$ cat config.mk
export PLATFORM = sky130hd
export DESIGN_NAME = dev_reset_seq
export DESIGN_NICKNAME = d
export VERILOG_FILES = /design/src/rtl/dev_reset_seq_pkg.sv /design/src/rtl/dev_reset_seq_timer.sv /design/src/rtl/dev_reset_seq_ctrl.sv /design/src/rtl/dev_reset_seq_frame.sv /design/src/rtl/dev_reset_seq.sv
export SDC_FILE = /design/constraint.sdc
export NUM_CORES = 1
export LEC_CHECK = 0
export BUFFER_PORTS_ARGS = -buffer_cell sky130_fd_sc_hd__buf_2
export CELL_PAD_IN_SITES_DETAIL_PLACEMENT = 0
export CELL_PAD_IN_SITES_GLOBAL_PLACEMENT = 1
export CORE_MARGIN = 4
export CORE_UTILIZATION = 33
export DETAILED_ROUTE_END_ITERATION = 12
export PLACE_DENSITY = 0.79
export SLEW_MARGIN = 10
export SYNTH_ARGS = -nofsm -noshare
export SYNTH_HDL_FRONTEND = slang
export SYNTH_SLANG_ARGS = --single-unit
$ cat constraint.sdc
create_clock -name clk -period 2.75 [get_ports clk]
set_input_delay 0.275 -clock clk [delete_from_list [all_inputs] [get_ports clk]]
set_output_delay 0.275 -clock clk [all_outputs]
set_load 0.03 [all_outputs]
$ cat src/rtl/dev_reset_seq_pkg.sv
package dev_reset_seq_pkg;

    typedef enum logic [2:0] {
        ST_HOLD   = 3'd0,
        ST_DIAG   = 3'd1,
        ST_GOOD   = 3'd2,
        ST_BAD    = 3'd3,
        ST_HALT   = 3'd4,
        ST_SRWAIT = 3'd5,
        ST_IDLE   = 3'd6
    } seq_state_e;

    typedef struct packed {
        logic [7:0] stat;
        logic [7:0] err;
    } status_frame_t;

    localparam logic [7:0] STAT_OK   = 8'h50;
    localparam logic [7:0] STAT_FAIL = 8'h51;
    localparam logic [7:0] CODE_OK   = 8'h01;
    localparam logic [7:0] CODE_FAIL = 8'h80;

    function automatic status_frame_t make_frame(input logic ok);
        status_frame_t f;
        f.stat = ok ? STAT_OK : STAT_FAIL;
        f.err  = ok ? CODE_OK : CODE_FAIL;
        return f;
    endfunction

    function automatic logic is_sending(input seq_state_e s);
        return (s == ST_GOOD) || (s == ST_BAD);
    endfunction

endpackage

$ cat src/rtl/dev_reset_seq_timer.sv
module dev_reset_seq_timer
    import dev_reset_seq_pkg::*;
#(
    parameter int LIMIT = 16
) (
    input  logic clk,
    input  logic rst,
    input  logic active,
    output logic expired
);
    localparam int CW = (LIMIT < 2) ? 1 : $clog2(LIMIT + 1);
    localparam logic [CW-1:0] LAST = CW'(LIMIT - 1);

    logic [CW-1:0] cnt;

    // Counts halt edges since entry; cleared whenever the halt phase is left.
    always_ff @(posedge clk) begin
        if (rst || !active) begin
            cnt <= '0;
        end else if (cnt != LAST) begin
            cnt <= cnt + 1'b1;
        end
    end

    assign expired = active && (cnt == LAST);

endmodule

$ cat src/rtl/dev_reset_seq_ctrl.sv
module dev_reset_seq_ctrl
    import dev_reset_seq_pkg::*;
(
    input  logic       clk,
    input  logic       rst,
    input  logic       hw_on,
    input  logic       hw_off,
    input  logic       sr_set,
    input  logic       sr_clr,
    input  logic       go_diag,
    input  logic       go_reset,
    input  logic       test_done,
    input  logic       test_ok,
    input  logic       settled,
    input  logic       expired,
    input  logic       ack,
    output seq_state_e state,
    output logic       halt_entry,
    output logic       idle_entry
);
    seq_state_e nxt;

    always_comb begin
        nxt = state;
        if (hw_on) begin
            nxt = ST_HOLD;
        end else if (sr_set && (state != ST_HOLD)) begin
            nxt = ST_SRWAIT;
        end else begin
            unique case (state)
                ST_HOLD:   if (hw_off) nxt = ST_DIAG;
                ST_DIAG:   if (test_done) nxt = test_ok ? ST_GOOD : ST_BAD;
                ST_GOOD,
                ST_BAD:    if (ack) nxt = ST_IDLE;
                ST_HALT: begin
                    if (settled)      nxt = ST_GOOD;
                    else if (expired) nxt = ST_BAD;
                end
                ST_SRWAIT: if (sr_clr) nxt = ST_HALT;
                ST_IDLE: begin
                    if (go_diag)       nxt = ST_DIAG;
                    else if (go_reset) nxt = ST_HALT;
                end
                default:   nxt = ST_HOLD;
            endcase
        end
    end

    always_ff @(posedge clk) begin
        if (rst) begin
            state      <= ST_HOLD;
            halt_entry <= 1'b0;
            idle_entry <= 1'b0;
        end else begin
            state      <= nxt;
            halt_entry <= (nxt == ST_HALT) && (state != ST_HALT);
            idle_entry <= (nxt == ST_IDLE) && (state != ST_IDLE);
        end
    end

endmodule

$ cat src/rtl/dev_reset_seq_frame.sv
module dev_reset_seq_frame
    import dev_reset_seq_pkg::*;
(
    input  seq_state_e    state,
    output logic          req,
    output status_frame_t frame
);
    always_comb begin
        req   = is_sending(state);
        frame = '0;
        if (state == ST_GOOD) begin
            frame = make_frame(1'b1);
        end else if (state == ST_BAD) begin
            frame = make_frame(1'b0);
        end
    end
endmodule

$ cat src/rtl/dev_reset_seq.sv
module dev_reset_seq
    import dev_reset_seq_pkg::*;
#(
    parameter int HALT_LIMIT = 16
) (
    input  logic       clk,
    input  logic       rst,
    input  logic       hw_rst_on,
    input  logic       hw_rst_off,
    input  logic       sr_vld,
    input  logic       sr_bit,
    input  logic       cmd_diag,
    input  logic       cmd_devrst,
    input  logic       st_done,
    input  logic       st_pass,
    input  logic       quiet,
    input  logic       tx_ack,
    output logic       test_run,
    output logic       halt_strobe,
    output logic       tx_req,
    output logic [7:0] tx_stat,
    output logic [7:0] tx_err,
    output logic       idle_ret
);
    seq_state_e    state;
    status_frame_t frame;
    logic          expired;
    logic          sr_set;
    logic          sr_clr;

    assign sr_set = sr_vld && sr_bit;
    assign sr_clr = sr_vld && !sr_bit;

    dev_reset_seq_ctrl ctrl_i (
        .clk        (clk),
        .rst        (rst),
        .hw_on      (hw_rst_on),
        .hw_off     (hw_rst_off),
        .sr_set     (sr_set),
        .sr_clr     (sr_clr),
        .go_diag    (cmd_diag),
        .go_reset   (cmd_devrst),
        .test_done  (st_done),
        .test_ok    (st_pass),
        .settled    (quiet),
        .expired    (expired),
        .ack        (tx_ack),
        .state      (state),
        .halt_entry (halt_strobe),
        .idle_entry (idle_ret)
    );

    dev_reset_seq_timer #(.LIMIT(HALT_LIMIT)) timer_i (
        .clk     (clk),
        .rst     (rst),
        .active  (state == ST_HALT),
        .expired (expired)
    );

    dev_reset_seq_frame frame_i (
        .state (state),
        .req   (tx_req),
        .frame (frame)
    );

    assign test_run = (state == ST_DIAG);
    assign tx_stat  = frame.stat;
    assign tx_err   = frame.err;

endmodule

==> results_dict.tcl <==
set metrics [dict create \
    p_int_mw 0.249 \
    synth_warnings 0 \
    ys_top_cells_by_area "dfxtp_1 27%, buf_4 13%, nor2b_1 6.7%" \
    finalHoldViolations 0 \
    wl_met2_um 664 \
    cts_tree "yes" \
    required_ns 2.96 \
    min_period_ns 2.12 \
    antenna_found_initial 0 \
    crit_top_cell "ha_1" \
    cp_max_fo 8 \
    met1_length_um 713 \
    placedCellCount 129 \
    cts_buffers 3 \
    synth_seq_cells 10 \
    area_delta_synth_final_pct 11.3 \
    synthDistinctLibCells 36 \
    synth_cells 88 \
    crit_path_max_incr_delay_ns 0.49 \
    start_util 0.343 \
    p_comb_frac 0.189 \
    mostFrequentLayoutCells "20 x buf_2, 11 x nor2_1, 11 x conb_1" \
    fin_nets 120 \
    hold_path.class "in2reg" \
    cts_htree_levels 1 \
    io_pins 32 \
    clk_latency_ns 0.27 \
    cp.buffers_inverters 0 \
    ys_seq_area_frac 0.267 \
    crit-reg2reg-launch "timer_i.cnt[0]$_SDFFE_PP0P_" \
    clock_skew_ns 0.00207 \
    dr.max_layer_used "met4" \
    cts.path.max_buffers 2 \
    hold-path-cell-count 2 \
    dr_wl_met3_um 140 \
    syn-cell-area_sq_um 751 \
    drt-total-wl_um 1530 \
    fill_cells 236 \
    maxCapViolCount 0 \
    vias 653 \
    drtAntennaViolNets 0 \
    layout_commonest_cell "buf_2" \
    grt_max_degree 18 \
    die_y_um 55.7 \
    r2r_slack_ns 0.63 \
    end_kind "register" \
    cts_num_sinks 10 \
    fmax_ghz 0.471 \
    dieWidth_um 55.7 \
    place_ws_ns 0.644 \
    crit_chain "ha_1 > and3_1 > ha_1 > o21bai_1 > a221oi_2 > or4_1 > and4b_1" \
    ctsHoldBuffers 0 \
    drcViolationCount 0 \
    dieArea_sq_um 3100 \
    diodes 0 \
    final.period_utilization 0.772 \
    final_cells 133 \
    cp_slowest_cell "or4_1" \
    p_leak_nw 0.398 \
    grt-ovfl-total 0 \
    drive_gt1_frac 0.267 \
    p_seq_frac 0.432 \
    cts_setup_buffers 0 \
    yosysTopAreaCell "dfxtp_1" \
    total_switching_power_mw 0.109 \
    port_buffers 20 \
    worst_pin_slew_ns 0.506 \
    routedWlPerCell_um 11.5 \
    relSlewSlack 0.662 \
    grt_usage 0.0969 \
    arrival_ns 2.34 \
    reg2reg_depth 7 \
    worstSetupPathType "reg2reg" \
    row_count 17 \
    regToRegEndpoint "ctrl_i.halt_entry$_SDFF_PP0_" \
    rsz0062_at_grt "false" \
    report.power.total_mw 0.358 \
    irDropWorstVdd_mv 0.251 \
    hold_end "ctrl_i.state[0]$_SDFF_PP0_" \
    cpLargestDelayFamily "simple AND/OR/NAND/NOR gates" \
    drt_iter0_drc 12 \
    swShare 0.305 \
    p_per_area_nw_per_um2 428 \
    synth.top_cell.area_share 0.267 \
    grt_pass1_vias 553 \
    root_buffer "clkbuf_4" \
    grt_pass1_wl_um 2420 \
    hold_slack_ns 0.231 \
    clk_pin_slew_ns 0.07 \
    min_from "rst" \
    finalMaxSlewViolations 0 \
    core-area_sq_um 2190 \
    drt_pass1_iterations 4 \
    vias_per_cell 4.91 \
    status "completed" \
    setup_viol 0 \
    setup_tns_ns 0 \
    clkPwrFrac 0.379 \
    hpwl_um 1180 \
    worst_slack_ns 0.627 \
    globalplace.congestion 0.789 \
    syn_area_per_cell_sq_um 8.53 \
    startpoint_type "register" \
    cts-resized-gates 0 \
]
per-layer routing:
layer / GRT usage / vias to the layer above
li1: - / 324
met1: 0.127 / 292
met2: 0.144 / 33
met3: 0.0394 / 4
met4: 0.0313 / 0
met5: 0 / -
through the flow:
stage,util,cell area [sq um]
after floorplan,-,788
after global placement,0.365,800
after detailed placement,0.365,800
after CTS,0.381,836
after global routing,0.381,836
final,0.381,836
state kept, by name (all words and copies together) (netlist names):
register and flops:
ctrl_i.halt_entry 1, ctrl_i.idle_entry 1, ctrl_i.state 3, timer_i.cnt 5
how the worst max path moves through the flow:
| stage | end | slack [ns] | from | depth (start not counted) |
|---|---|---|---|---|
| 6_report | ctrl_i.halt_entry$_SDFF_PP0_ | 0.63 | timer_i.cnt[0]$_SDFFE_PP0P_ | 7 |
| 5_1_grt | ctrl_i.halt_entry$_SDFF_PP0_ | 0.52 | timer_i.cnt[0]$_SDFFE_PP0P_ | 7 |
| 4_1_cts | ctrl_i.halt_entry$_SDFF_PP0_ | 0.62 | timer_i.cnt[0]$_SDFFE_PP0P_ | 7 |
| 3_5_place_dp | ctrl_i.halt_entry$_SDFF_PP0_ | 0.64 | timer_i.cnt[0]$_SDFFE_PP0P_ | 7 |
| 3_3_place_gp | ctrl_i.halt_entry$_SDFF_PP0_ | 0.69 | timer_i.cnt[0]$_SDFFE_PP0P_ | 7 |
| 2_1_floorplan | ctrl_i.halt_entry$_SDFF_PP0_ | 0.73 | timer_i.cnt[0]$_SDFFE_PP0P_ | 8 |
final cells by class:
| class | instances | area, sq um | area share |
|---|---|---|---|
| Clock buffer | 4 | 36.3 | 0.0434 |
| Inverter | 2 | 7.51 | 0.00898 |
| Multi-Input combinational cell | 69 | 457 | 0.546 |
| Sequential cell | 10 | 200 | 0.240 |
| Tap cell | 28 | 35.0 | 0.0419 |
| Timing Repair Buffer | 20 | 100 | 0.120 |
cells by family (layout without fill, tap and decap cells):
group	Yosys count	count (layout)	share of synthesized area
AOI/OAI and AO/OA	18	18	0.190
xor gates and xnor gates	3	3	0.0350
adders and majority gates	2	2	0.0333
buffers and inverters	19	26	0.175
DFF	10	10	0.267
muxes	1	1	0.0133
other	1	11	0.00500
and+or+nand+nor	34	34	0.282
synth_stat cells, drive strengths merged:
master  instances
or4b            1
or4             1
o31ai           2
nor3            1
xor2            2
a211oi          1
inv             2
and4bb          1
mux2i           1
o21bai          2
o311ai          1
ha              2
xnor2           1
nand3b          1
o311a           1
a221o           1
a21oi           4
and3            2
and2            1
buf            17
nor4            1
nor2           11
nand4b          1
and2b           2
conb            1
o211ai          2
and4b           1
or2b            1
nor2b           8
a221oi          4
dfxtp          10
nand2           1
power groups by stage:
stage | logic (mW) | clock network, mW | registers, mW
6_report | 0.0676 | 0.136 | 0.154
5_1_grt | 0.0733 | 0.144 | 0.155
2_1_floorplan | 0.0659 | 0 | 0.153
3_5_place_dp | 0.0672 | 0 | 0.158
3_3_place_gp | 0.0672 | 0 | 0.158
4_1_cts | 0.0673 | 0.139 | 0.154
(Power assumes the default switching activity.)
